--- config.mk ---
export PLATFORM = sky130hd
export DESIGN_NAME = i2c_cfg_slave
export DESIGN_NICKNAME = d
export VERILOG_FILES = /design/src/rtl/cfgslv_pkg.sv /design/src/rtl/cfgslv_sync.sv /design/src/rtl/cfgslv_fsm.sv /design/src/rtl/cfgslv_regs.sv /design/src/rtl/i2c_cfg_slave.sv
export SDC_FILE = /design/constraint.sdc
export NUM_CORES = 1
export LEC_CHECK = 0
export BUFFER_PORTS_ARGS = -buffer_cell sky130_fd_sc_hd__clkbuf_2
export CELL_PAD_IN_SITES_DETAIL_PLACEMENT = 0
export CELL_PAD_IN_SITES_GLOBAL_PLACEMENT = 1
export CORE_ASPECT_RATIO = 0.8
export CORE_MARGIN = 1
export CORE_UTILIZATION = 47
export CTS_CLUSTER_SIZE = 30
export DETAILED_ROUTE_END_ITERATION = 12
export GPL_ROUTABILITY_DRIVEN = 0
export PLACE_DENSITY_LB_ADDON = 0.1
export RECOVER_POWER = 100
export SETUP_SLACK_MARGIN = 0.3
export SKIP_CTS_REPAIR_TIMING = 1
export SYNTH_ARGS = -nofsm -noshare
export SYNTH_HDL_FRONTEND = slang
export SYNTH_SLANG_ARGS = --single-unit
--- constraint.sdc ---
create_clock -name clk -period 2.9 [get_ports clk]
set_input_delay 0.435 -clock clk [delete_from_list [all_inputs] [get_ports clk]]
set_output_delay 0.435 -clock clk [all_outputs]
set_load 0.01 [all_outputs]
--- src/rtl/cfgslv_pkg.sv ---
package cfgslv_pkg;

    localparam int BYTE_W = 8;
    localparam int CNT_W  = $clog2(BYTE_W + 1);

    localparam logic [4:0] DEV_ID = 5'b10110;

    localparam logic [BYTE_W-1:0] SEL_LO  = 8'h00;
    localparam logic [BYTE_W-1:0] SEL_HI  = 8'h01;
    localparam logic [BYTE_W-1:0] SEL_CMD = 8'hF0;

    typedef enum logic [2:0] {
        S_IDLE,
        S_RX,
        S_ACK,
        S_TX,
        S_MACK
    } state_e;

    typedef enum logic [1:0] {
        K_DEV,
        K_SEL,
        K_DATA
    } kind_e;

    typedef enum logic [1:0] {
        T_NONE,
        T_LO,
        T_HI,
        T_CMD
    } target_e;

    typedef struct packed {
        logic scl;
        logic sda;
        logic start;
        logic stop;
        logic rise;
        logic fall;
    } line_ev_t;

    function automatic target_e decode_sel(input logic [BYTE_W-1:0] sel);
        target_e t;
        case (sel)
            SEL_LO:  t = T_LO;
            SEL_HI:  t = T_HI;
            SEL_CMD: t = T_CMD;
            default: t = T_NONE;
        endcase
        return t;
    endfunction

    function automatic logic dev_match(input logic [6:0] addr,
                                       input logic [1:0] strap);
        return addr == {DEV_ID, strap};
    endfunction

endpackage

--- src/rtl/cfgslv_sync.sv ---
module cfgslv_sync
    import cfgslv_pkg::*;
#(
    parameter int STAGES = 2
) (
    input  logic     clk,
    input  logic     rst,
    input  logic     scl_in,
    input  logic     sda_in,
    output line_ev_t ev
);

    localparam int TOP = STAGES - 1;

    logic [TOP:0] scl_p;
    logic [TOP:0] sda_p;
    logic         scl_q;
    logic         sda_q;

    generate
        if (STAGES == 1) begin : g_one
            always_ff @(posedge clk) begin
                if (rst) begin
                    scl_p <= '1;
                    sda_p <= '1;
                end else begin
                    scl_p <= scl_in;
                    sda_p <= sda_in;
                end
            end
        end else begin : g_chain
            always_ff @(posedge clk) begin
                if (rst) begin
                    scl_p <= '1;
                    sda_p <= '1;
                end else begin
                    scl_p <= {scl_p[TOP-1:0], scl_in};
                    sda_p <= {sda_p[TOP-1:0], sda_in};
                end
            end
        end
    endgenerate

    always_ff @(posedge clk) begin
        if (rst) begin
            scl_q <= 1'b1;
            sda_q <= 1'b1;
        end else begin
            scl_q <= scl_p[TOP];
            sda_q <= sda_p[TOP];
        end
    end

    always_comb begin
        ev.scl   = scl_p[TOP];
        ev.sda   = sda_p[TOP];
        ev.start = scl_p[TOP] & scl_q & sda_q & ~sda_p[TOP];
        ev.stop  = scl_p[TOP] & scl_q & ~sda_q & sda_p[TOP];
        ev.rise  = scl_p[TOP] & ~scl_q;
        ev.fall  = ~scl_p[TOP] & scl_q;
    end

endmodule

--- src/rtl/cfgslv_fsm.sv ---
module cfgslv_fsm
    import cfgslv_pkg::*;
(
    input  logic              clk,
    input  logic              rst,
    input  line_ev_t          ev,
    input  logic [1:0]        strap,
    input  logic [BYTE_W-1:0] rd_lo,
    input  logic [BYTE_W-1:0] rd_hi,
    output logic              sda_oe,
    output logic              wr_en,
    output target_e           wr_tgt,
    output logic [BYTE_W-1:0] wr_data
);

    state_e            st;
    kind_e             kind;
    logic [CNT_W-1:0]  cnt;
    logic [BYTE_W-1:0] rx_sh;
    logic [BYTE_W-1:0] tx_sh;
    logic              is_rd;
    target_e           sel_tgt;
    logic              next_hi;
    logic              nack;

    localparam logic [CNT_W-1:0] FULL = CNT_W'(BYTE_W);

    logic [BYTE_W-1:0] tx_next;
    assign tx_next = next_hi ? rd_hi : rd_lo;

    always_ff @(posedge clk) begin
        wr_en <= 1'b0;
        if (rst) begin
            st      <= S_IDLE;
            kind    <= K_DEV;
            cnt     <= '0;
            rx_sh   <= '0;
            tx_sh   <= '0;
            is_rd   <= 1'b0;
            sel_tgt <= T_NONE;
            next_hi <= 1'b0;
            nack    <= 1'b0;
            sda_oe  <= 1'b0;
            wr_tgt  <= T_NONE;
            wr_data <= '0;
        end else if (ev.start) begin
            st     <= S_RX;
            kind   <= K_DEV;
            cnt    <= '0;
            sda_oe <= 1'b0;
        end else if (ev.stop) begin
            st     <= S_IDLE;
            sda_oe <= 1'b0;
        end else begin
            case (st)
                S_IDLE: begin
                    sda_oe <= 1'b0;
                end
                S_RX: begin
                    if (ev.rise && cnt != FULL) begin
                        rx_sh <= {rx_sh[BYTE_W-2:0], ev.sda};
                        cnt   <= cnt + 1'b1;
                    end else if (ev.fall && cnt == FULL) begin
                        cnt <= '0;
                        case (kind)
                            K_DEV: begin
                                if (dev_match(rx_sh[BYTE_W-1:1], strap)) begin
                                    is_rd  <= rx_sh[0];
                                    sda_oe <= 1'b1;
                                    st     <= S_ACK;
                                end else begin
                                    st <= S_IDLE;
                                end
                            end
                            K_SEL: begin
                                sel_tgt <= decode_sel(rx_sh);
                                sda_oe  <= 1'b1;
                                st      <= S_ACK;
                            end
                            default: begin
                                wr_en   <= 1'b1;
                                wr_tgt  <= sel_tgt;
                                wr_data <= rx_sh;
                                sda_oe  <= 1'b1;
                                st      <= S_ACK;
                            end
                        endcase
                    end
                end
                S_ACK: begin
                    if (ev.fall) begin
                        if (kind == K_DEV && is_rd) begin
                            tx_sh   <= {rd_lo[BYTE_W-2:0], 1'b0};
                            sda_oe  <= ~rd_lo[BYTE_W-1];
                            cnt     <= CNT_W'(1);
                            next_hi <= 1'b1;
                            st      <= S_TX;
                        end else begin
                            sda_oe <= 1'b0;
                            kind   <= (kind == K_SEL) ? K_DATA : K_SEL;
                            st     <= S_RX;
                        end
                    end
                end
                S_TX: begin
                    if (ev.fall) begin
                        if (cnt == FULL) begin
                            sda_oe <= 1'b0;
                            st     <= S_MACK;
                        end else begin
                            sda_oe <= ~tx_sh[BYTE_W-1];
                            tx_sh  <= {tx_sh[BYTE_W-2:0], 1'b0};
                            cnt    <= cnt + 1'b1;
                        end
                    end
                end
                S_MACK: begin
                    if (ev.rise) begin
                        nack <= ev.sda;
                    end else if (ev.fall) begin
                        if (nack) begin
                            sda_oe <= 1'b0;
                            st     <= S_IDLE;
                        end else begin
                            tx_sh   <= {tx_next[BYTE_W-2:0], 1'b0};
                            sda_oe  <= ~tx_next[BYTE_W-1];
                            cnt     <= CNT_W'(1);
                            next_hi <= ~next_hi;
                            st      <= S_TX;
                        end
                    end
                end
                default: begin
                    st     <= S_IDLE;
                    sda_oe <= 1'b0;
                end
            endcase
        end
    end

endmodule

--- src/rtl/cfgslv_regs.sv ---
module cfgslv_regs
    import cfgslv_pkg::*;
#(
    parameter logic [7:0] LO_INIT = 8'h00,
    parameter logic [7:0] HI_INIT = 8'h00
) (
    input  logic              clk,
    input  logic              rst,
    input  logic              wr_en,
    input  target_e           wr_tgt,
    input  logic [BYTE_W-1:0] wr_data,
    output logic [BYTE_W-1:0] reg_lo,
    output logic [BYTE_W-1:0] reg_hi,
    output logic              cmd_stb,
    output logic [BYTE_W-1:0] cmd_data
);

    always_ff @(posedge clk) begin
        cmd_stb <= 1'b0;
        if (rst) begin
            reg_lo   <= LO_INIT;
            reg_hi   <= HI_INIT;
            cmd_data <= '0;
        end else if (wr_en) begin
            case (wr_tgt)
                T_LO: reg_lo <= wr_data;
                T_HI: reg_hi <= wr_data;
                T_CMD: begin
                    cmd_stb  <= 1'b1;
                    cmd_data <= wr_data;
                end
                default: ;
            endcase
        end
    end

endmodule

--- src/rtl/i2c_cfg_slave.sv ---
module i2c_cfg_slave
    import cfgslv_pkg::*;
#(
    parameter int         SYNC_STAGES = 2,
    parameter logic [7:0] LO_INIT     = 8'h00,
    parameter logic [7:0] HI_INIT     = 8'h00
) (
    input  logic       clk,
    input  logic       rst,
    input  logic [1:0] strap,
    input  logic       scl_in,
    input  logic       sda_in,
    output logic       sda_oe,
    output logic [7:0] reg_lo,
    output logic [7:0] reg_hi,
    output logic       cmd_stb,
    output logic [7:0] cmd_data
);

    line_ev_t          ev;
    logic              ln_start;
    logic              ln_stop;
    logic              ln_scl;
    logic              wr_en;
    target_e           wr_tgt;
    logic [BYTE_W-1:0] wr_data;

    cfgslv_sync #(.STAGES(SYNC_STAGES)) u_sync (
        .clk    (clk),
        .rst    (rst),
        .scl_in (scl_in),
        .sda_in (sda_in),
        .ev     (ev)
    );

    assign ln_start = ev.start;
    assign ln_stop  = ev.stop;
    assign ln_scl   = ev.scl;

    cfgslv_fsm u_fsm (
        .clk     (clk),
        .rst     (rst),
        .ev      (ev),
        .strap   (strap),
        .rd_lo   (reg_lo),
        .rd_hi   (reg_hi),
        .sda_oe  (sda_oe),
        .wr_en   (wr_en),
        .wr_tgt  (wr_tgt),
        .wr_data (wr_data)
    );

    cfgslv_regs #(.LO_INIT(LO_INIT), .HI_INIT(HI_INIT)) u_regs (
        .clk      (clk),
        .rst      (rst),
        .wr_en    (wr_en),
        .wr_tgt   (wr_tgt),
        .wr_data  (wr_data),
        .reg_lo   (reg_lo),
        .reg_hi   (reg_hi),
        .cmd_stb  (cmd_stb),
        .cmd_data (cmd_data)
    );

endmodule

==> summary.md, run 1 <==
| Metric | Value |
|---|---|
| Dpl hpwl | 5.366 mm |
| DIE WIDTH | 95.16 um |
| Worst-path fanout max | 14 |
| Cell area after synthesis | 0.003263 mm^2 |
| Yosys warning count | 0 |
| Die Y | 76.53 um |
| Grt total ovfl | 0 |
| Hold_ws | 270.7 ps |
| P&R area growth vs syn | 10.62% |
| Ant. Diodes | 0 |
| Worst path cell trace | nor2b_1, a21boi_1, or3_1, a21oi_1 |
| Crit share post-route | 83.19% |
| Pwr Density | 506.3 mW/mm^2 |
| Post-synth EDFFs | 0 |
| Filler cells | 653 |
| Peak VDD IR | 0.2777 mV |
| CP startpoint kind | flop |
| Vias in the first global route | 2558 |
| Synth area leader | dfxtp_1 |
| WL per Instance | 15.53 um |
| H-tree levels | 3 |
| Final Hold Viols | 0 |
| Initial Utilization | 49.90% |
| Initial antenna violation count | 0 |
| Clk_skew | 7.589 ps |
| # port buffers | 31 |
| Share of the synthesized area in the top cell type | 44.17% |
| FFs w/ async S/R, synth | 0% |
| R2R depth | 4 |
| Mapped Nets | 394 |
| Max Buffers Root-to-Sink | 2 |
| CP required | 3140 ps |
| Clock root buffer | clkbuf_8 |
| Layout Nets | 419 |
| Type of destination of the critical path | flop |
| Hold Crit Class | in -> reg |
| Slew HR | 12.11% |
| Slew Viols, Final | 0 |
| Slew @ Worst Pin | 1318 ps |
| Most common cell in the netlist | dfxtp_1 |
| Sequential fraction of the synthesis area | 44.17% |
| CTS tree | yes |
| CP max stage cell | nor2b_1 |
| Die area | 0.007282 mm^2 |
| Final ANT Viol Nets | 0 |
| Routed wire length | 7.766 mm |
| Vias | 2837 |
| Io pins | 32 |
| Hold depth | 2 |
| Synth area leaders | dfxtp_1 (44%), mux2i_1 (8.6%), a21oi_1 (6.7%) |
| Crit path kind | reg -> reg |
| Synth cell types | 52 |
| Top FF cell, synth | dfxtp_1 |
| Synth cell count leaders | dfxtp_1 (72), a21oi_1 (44), nand2_1 (43), nor2_1 (40), mux2i_1 (28) |
| Min cycle time layout | 2412 ps |
| Status | completed |
| Mapped Cells | 386 |
| # setup viols final | 0 |
| Max capacitance violation total | 0 |
| Core box area | 0.006539 mm^2 |
| Arr. time, crit path | 2650 ps |
| Rows | 26 |
| Clock slew at reported path FFs | 80 ps |
| Crit-path max cell delay | 680 ps |
| Largest net degree at the start of global routing | 66 |
| Share of cells above drive strength 1 | 7.933% |
| RSZ-0062 raised after global routing | no |
| 1st-iter DRT viols | 201 |
| Clk_lat worst skew | 340 ps |
| Setup TNS | 0 ps |
| DRC | 0 |
| Syn_area_per_cell | 8.454 um^2 |
| Pwr Total | 1.828 mW |
| Clock Sinks | 72 |
| Drt pass-1 iters | 6 |
| Cell leakage power | 1.433 nW |
| Fmax | 414.5 MHz |
| Register bit count reported by yosys | 72 |
| CTS Buf Count | 9 |
| Total GRT Usage | 22.41% |
| Via/cell ratio | 5.674 |
| First-pass GRT wire length | 12.67 mm |
per-stage QoR:
| stage | cell area, um^2 | worst slack [ps] | instances | utilization [%] |
|---|---|---|---|---|
| after global routing | 3610 | 262.8 | 500 | 55.20 |
| after global placement | 3472 | 694.8 | 484 | 53.10 |
| after detailed placement | 3472 | 564.6 | 484 | 53.10 |
| final | 3610 | 487.5 | 500 | 55.20 |
| after floorplan | 3263 | 989.1 | 386 | - |
| after CTS | 3660 | 540.4 | 500 | 55.97 |
routing by layer:
| layer | vias up | wire length, um | global-route usage (%) | share of wire (%) |
|---|---|---|---|---|
| li1 | 1418 | - | - | - |
| met1 | 1333 | 3996 | 33.87 | 51 |
| met2 | 82 | 3253 | 31.57 | 42 |
| met3 | 4 | 476 | 5.289 | 6.1 |
| met4 | 0 | 39 | 5.455 | 0.50 |
| met5 | - | 0 | 0 | 0 |
area by class of cell:
type | instances | area [um^2] | area share [%]
Clock buffer | 10 | 127.6 | 3.536
Clock inverter | 6 | 60.06 | 1.664
Inverter | 6 | 22.52 | 0.6239
Multi-Input combinational cell | 285 | 1697 | 47.00
Sequential cell | 72 | 1441 | 39.93
Tap cell | 84 | 105.1 | 2.912
Timing Repair Buffer | 37 | 156.4 | 4.333
critical path: cells and delay by family (launching register included):
family          cells  cell delay [ps]
simple gates        2             1140
compound gates      2              590
flops               1              580
path summary, 6_finish.rpt:
path	slack [ps]	to	startpoint
worst max-delay path	490	u_fsm.tx_sh[2]	u_fsm.st[1]
worst min-delay path	270	u_sync.scl_p[0]	scl_in
worst max register to register	490	u_fsm.tx_sh[2]	u_fsm.st[1]
worst min register to register	410	u_sync.sda_p[1]	u_sync.sda_p[0]
registers in the layout, summed over array words and instances (netlist names):
signal	cells
u_fsm.wr_tgt	2
u_fsm.wr_data	8
u_fsm.wr_en	1
u_regs.reg_hi	8
u_regs.cmd_stb	1
u_fsm.tx_sh	7
u_regs.reg_lo	8
u_fsm.is_rd	1
u_fsm.next_hi	1
u_sync.sda_q	1
u_fsm.rx_sh	8
u_sync.scl_p	2
u_sync.sda_p	2
u_fsm.st	3
u_fsm.sda_oe	1
u_sync.scl_q	1
u_fsm.nack	1
u_regs.cmd_data	8
u_fsm.cnt	4
u_fsm.kind	2
u_fsm.sel_tgt	2
logic make-up after synthesis:
group	count (synthesis)	synth area share, %
adders and majority gates	2	0.7667
AOI/OAI and AO/OA	96	17.79
buffers and inverters	29	3.643
and+or+nand+nor	156	24.04
xor gates and xnor gates	2	0.5369
DFF	72	44.17
muxes	29	9.049
placed cells by master (no fill, tap or decap), types with 5 or more instances in the layout:
master,Yosys,routed
o21ai_0,14,14
clkbuf_1,19,30
nand2b_1,6,6
nor2_1,40,40
or3_1,7,7
nor3_1,5,5
clkbuf_8,0,9
dfxtp_1,72,72
or2_2,6,6
inv_1,6,6
a21oi_1,44,44
a32o_1,6,6
nand3_1,17,17
mux2i_1,28,28
nand2_1,43,43
clkbuf_2,0,5
o22ai_1,5,5
and3_1,5,5
where the power goes:
group          total [mW]  internal (mW)  switching (mW)
clock               0.765          0.393           0.372
combinational      0.0661         0.0218          0.0443
sequential          0.997          0.993         0.00384
total                1.83           1.41           0.420
No activity file was read; power rests on OpenSTA's default activity.
==> inputs of run 2 (changes only) <==
--- a/config.mk
+++ b/config.mk
@@ -10,7 +10,7 @@
 export CELL_PAD_IN_SITES_GLOBAL_PLACEMENT = 1
 export CORE_ASPECT_RATIO = 0.8
 export CORE_MARGIN = 1
-export CORE_UTILIZATION = 47
+export CORE_UTILIZATION = 40
 export CTS_CLUSTER_SIZE = 30
 export DETAILED_ROUTE_END_ITERATION = 12
 export GPL_ROUTABILITY_DRIVEN = 0
==> constraint.sdc (replaced) <==
create_clock -name clk -period 2.1 [get_ports clk]
set_input_delay 0.315 -clock clk [delete_from_list [all_inputs] [get_ports clk]]
set_output_delay 0.315 -clock clk [all_outputs]
set_load 0.01 [all_outputs]
==> run 2 against run 1 <==
Power grew 31%. Final area grew 6.4%. Clock power grew 20%. First-iteration DRC count shrank 9.5%. Worst setup slack lost 340 ps. Clock-buffer cell count grew 1. Critical endpoint is now u_fsm.cnt[1]. Via count grew 2.4%. Non-clock buffer count grew 20. Highest routed layer unchanged.
==> summary.md, run 2 (synthesis gave the netlist of run 1 again) <==
| Metric | Value |
|---|---|
| Final Hold Viols | 0 |
| Vias in the first global route | 2500 |
| Commonest non-fill, non-tap cell in the layout | dfxtp_1 |
| Initial antenna violation count | 0 |
| Share of cells above drive strength 1 | 14.94% |
| FF+latch area | 0.001450 mm^2 |
| Largest net degree at the start of global routing | 42 |
| CTS tree | yes |
| Vias | 2904 |
| Slew Viols, Final | 0 |
| Crit Reg-Reg Startpoint | u_sync.scl_p[1] |
| Total GRT Usage | 20.97% |
| WL per Instance | 15.51 um |
| Max Buffers Root-to-Sink | 2 |
| Multi-input logic area | 0.001775 mm^2 |
| Setup TNS | 0 ps |
| Worst path bufs/invs | 0 |
| # port buffers | 31 |
| Layout Nets | 439 |
| Arr. time, crit path | 2180 ps |
| CTS Buf Count | 9 |
| Slew HR | 27.82% |
| Placed Cells | 520 |
| Type of destination of the critical path | flop |
| Worst path cell trace | or3b_1, a21o_1, a211o_1, or2_4, mux2_4 |
| Die area | 0.008525 mm^2 |
| Clock slew at reported path FFs | 70 ps |
| DRC | 0 |
| Hold Crit Start | sda_in |
| DIE WIDTH | 103.0 um |
| Min cycle time layout | 1949 ps |
| Dpl hpwl | 5.890 mm |
| Io pins | 32 |
| # setup viols final | 0 |
| Initial Utilization | 41.25% |
| Worst-path fanout max | 9 |
| Crit share post-route | 92.80% |
| Via/cell ratio | 5.348 |
| Fmax | 513.1 MHz |
| Max capacitance violation total | 0 |
| Clk_skew | 6.486 ps |
| Peak VDD IR | 0.3077 mV |
| CP startpoint kind | flop |
| Status | completed |
| Clock Sinks | 72 |
| Post-route non-filler standard cell count | 543 |
| RSZ-0062 raised after global routing | yes |
| Filler cells | 850 |
| Ant. Diodes | 0 |
| Grt total ovfl | 0 |
| Pwr Density | 625.7 mW/mm^2 |
| Cell leakage power | 1.548 nW |
| 1st-iter DRT viols | 182 |
| Final ANT Viol Nets | 0 |
| Die Y | 82.79 um |
| Core box area | 0.007910 mm^2 |
| Drt pass-1 iters | 5 |
| P&R area growth vs syn | 17.68% |
| Slew @ Worst Pin | 1083 ps |
| CP required | 2330 ps |
| CP top delay family | simple AND/OR/NAND/NOR gates |
| Pwr Total | 2.403 mW |
| Beginning of the critical path | u_sync.scl_p[1] |
| Clock root buffer | clkbuf_8 |
| CP max stage cell | dfxtp_1 |
| Crit-path max cell delay | 380 ps |
| H-tree levels | 3 |
| Hold Crit Class | in -> reg |
| First-pass GRT wire length | 13.22 mm |
| Clk_lat worst skew | 340 ps |
| Rows | 29 |
| Crit path kind | reg -> reg |
| Most frequent cells in the layout | dfxtp_1 (69), a21oi_1 (44), nand2_1 (43) |
| Routed wire length | 8.421 mm |
-- run 2: worst reg2reg max path: cells and delay by family (launching register included) --
family | cells | cell delay (ps)
flops | 1 | 380
compound gates | 2 | 520
simple gates | 2 | 650
mux | 1 | 290
-- run 2: layout make-up --
| type | instances | share of cell area (%) |
|---|---|---|
| Tap cell | 108 | 3.519 |
| Inverter | 6 | 0.5865 |
| Timing Repair Buffer | 57 | 7.885 |
| Clock inverter | 4 | 0.5865 |
| Clock buffer | 11 | 3.421 |
| Multi-Input combinational cell | 285 | 46.24 |
| Sequential cell | 72 | 37.76 |
-- run 2: power by group --
group          switching, mW  total (mW)  internal [mW]
sequential            0.0104        1.38           1.37
combinational         0.0635       0.106         0.0425
clock                  0.500       0.917          0.417
-- run 2: final timing paths --
kind / end / slack (ps) / cells past startpoint
worst max register to register: u_fsm.cnt[1] / 150 / 5
worst max-delay path: u_fsm.cnt[1] / 150 / 5
worst min-delay path: u_sync.sda_p[0] / 150 / 2
worst min register to register: u_sync.scl_p[1] / 430 / 1
-- run 2: routing by layer --
layer	up-vias	part of all wire (%)	track usage (%)
met3	8	4.8	6.533
met5	-	0	0
met1	1378	51	30.92
met2	63	43	29.13
met4	0	1.0	5.352
li1	1455	-	-
-- run 2: metrics by stage --
step                utilization [%]  instance area [um^2]  setup slack [ps]  hold WS [ps]
floorplan                         -                  3282             271.4         389.4
global placement              45.65                  3611             157.5         404.1
detailed placement            45.65                  3611             55.66         400.4
CTS                           47.60                  3765             28.20         141.1
global route                  48.54                  3840             67.94         145.1
finish                        48.54                  3840             151.2         150.6
==> inputs of run 3 (changes only) <==
--- a/config.mk
+++ b/config.mk
@@ -18,6 +18,7 @@
 export RECOVER_POWER = 100
 export SETUP_SLACK_MARGIN = 0.3
 export SKIP_CTS_REPAIR_TIMING = 1
+export SLEW_MARGIN = 20
 export SYNTH_ARGS = -nofsm -noshare
 export SYNTH_HDL_FRONTEND = slang
 export SYNTH_SLANG_ARGS = --single-unit
==> constraint.sdc (replaced) <==
create_clock -name clk -period 2.1 [get_ports clk]
set_input_delay 0.42 -clock clk [delete_from_list [all_inputs] [get_ports clk]]
set_output_delay 0.42 -clock clk [all_outputs]
set_load 0.01 [all_outputs]
==> run 3 against run 2 <==
Clock skew up 1.8 ps. Largest cell class unchanged. Worst setup slack worse by 8.5 ps. Cell count up 0.18%. Register-to-register slack barely moved. Clock power up 32%. Critical path type unchanged. Power grew 13%. Critical endpoint unchanged. Global-route usage fell by 0.21 points. Clock-buffer cell count is 1 lower. Via count rose by 1.8%.
==> summary.md, run 3 (synthesis gave the netlist of run 1 again) <==
| Metric | Value |
|---|---|
| Final ANT Viol Nets | 0 |
| Drt pass-1 iters | 5 |
| Placed Cells | 519 |
| Max Buffers Root-to-Sink | 2 |
| Ant. Diodes | 0 |
| Routed wire length | 8.657 mm |
| Hold Crit Start | scl_in |
| Vias in the first global route | 2470 |
| CP top delay family | multiplexers |
| Io pins | 32 |
| WL per Instance | 15.91 um |
| Worst-path fanout max | 4 |
| Crit Reg-Reg Startpoint | u_fsm.cnt[0] |
| Final worst slack | 142.8 ps |
| CTS Buf Count | 9 |
| Core box area | 0.007910 mm^2 |
| CP startpoint kind | flop |
| Commonest non-fill, non-tap cell in the layout | dfxtp_1 |
| Arr. time, crit path | 2190 ps |
| Hold Crit Class | in -> reg |
| Layout Nets | 439 |
| Type of destination of the critical path | flop |
| Grt total ovfl | 0 |
| # port buffers | 31 |
| Min cycle time layout | 1957 ps |
| Post-route non-filler standard cell count | 544 |
| Dpl hpwl | 5.788 mm |
| H-tree levels | 3 |
| Final instance area | 0.004046 mm^2 |
| Worst path bufs/invs | 1 |
| Most frequent cells in the layout | dfxtp_1 (65), nand2_1 (42), nor2_1 (40) |
| Clk_skew | 8.322 ps |
| Slew HR | 38.12% |
| Slew Viols, Final | 0 |
| Filler cells | 786 |
| Rows | 29 |
| Die Y | 82.79 um |
| Status | completed |
| Crit share post-route | 93.20% |
| Clock root buffer | clkbuf_8 |
| DIE WIDTH | 103.0 um |
| Via/cell ratio | 5.436 |
| Initial Utilization | 41.25% |
| 1st-iter DRT viols | 206 |
| Peak VDD IR | 0.3291 mV |
| Setup TNS | 0 ps |
| Clk_lat worst skew | 350 ps |
| Dpl cell area | 0.003616 mm^2 |
| CP max stage cell | dfxtp_1 |
| Clock Sinks | 72 |
| Clock slew at reported path FFs | 80 ps |
| Beginning of the critical path | u_fsm.cnt[0] |
| Crit path kind | reg -> reg |
| DRC | 0 |
| Final Hold Viols | 0 |
| Worst slack at placement | 169.1 ps |
| Crit-path max cell delay | 390 ps |
| RSZ-0062 raised after global routing | yes |
| Initial antenna violation count | 0 |
| Worst path cell trace | inv_1, ha_1, nand3b_1, mux2i_1, a211oi_2, or2_4, mux2_4 |
| Largest net degree at the start of global routing | 48 |
| # setup viols final | 0 |
| Max capacitance violation total | 0 |
| CTS tree | yes |
| Pwr Density | 670.4 mW/mm^2 |
| Fmax | 510.9 MHz |
| Total GRT Usage | 20.75% |
| Slew @ Worst Pin | 928.2 ps |
| First-pass GRT wire length | 13.30 mm |
| Cell leakage power | 1.593 nW |
| P&R area growth vs syn | 24.00% |
| CP required | 2330 ps |
| Share of cells above drive strength 1 | 19.04% |
| Die area | 0.008525 mm^2 |
| Vias | 2957 |
## run 3: where the power goes
| part | internal (mW) | switching [mW] |
|---|---|---|
| Sequential | 1.37 | 0.00681 |
| Combinational | 0.0483 | 0.0734 |
| Clock | 0.675 | 0.539 |
## run 3: through the flow
| step | util [%] | total power, mW | hold WS, ps |
|---|---|---|---|
| final | 51.15 | 2.713 | 255.6 |
| after global routing | 51.15 | 2.813 | 246.1 |
| after CTS | 48.50 | 2.728 | 239.5 |
| after detailed placement | 45.71 | 1.512 | 401.6 |
| after global placement | 45.71 | 1.513 | 407.6 |
| after floorplan | - | 1.476 | 389.4 |
## run 3: final cells by class
class	count	area, um^2	share of cell area [%]
clock buffer	10	127.6	3.154
clock inverter	6	92.59	2.288
inverter	6	22.52	0.5566
multi-input combinational	286	1849	45.70
sequential	72	1455	35.96
tap	108	135.1	3.340
timing repair buffer	56	364.1	8.998
## run 3: worst paths after layout
| check | end | slack (ps) | depth (start not counted) |
|---|---|---|---|
| worst max register to register | u_fsm.cnt[1] | 140 | 7 |
| worst max-delay path | u_fsm.cnt[1] | 140 | 7 |
| worst min-delay path | u_sync.scl_p[0] | 260 | 2 |
| worst min register to register | u_sync.sda_p[1] | 430 | 1 |
## run 3: worst reg2reg max path, stage by stage (launching register included)
cell	delay, ps
dfxtp_1	390
inv_1	80
ha_1	190
nand3b_1	190
mux2i_1	290
a211oi_2	140
or2_4	280
mux2_4	290
## run 3: routing by layer
metal | vias up | share of wire (%) | global-route usage [%]
met5 | - | 0 | 0
met4 | 0 | 1.1 | 6.338
met3 | 10 | 5.5 | 5.109
met2 | 75 | 42 | 28.87
met1 | 1403 | 52 | 31.03
li1 | 1469 | - | -
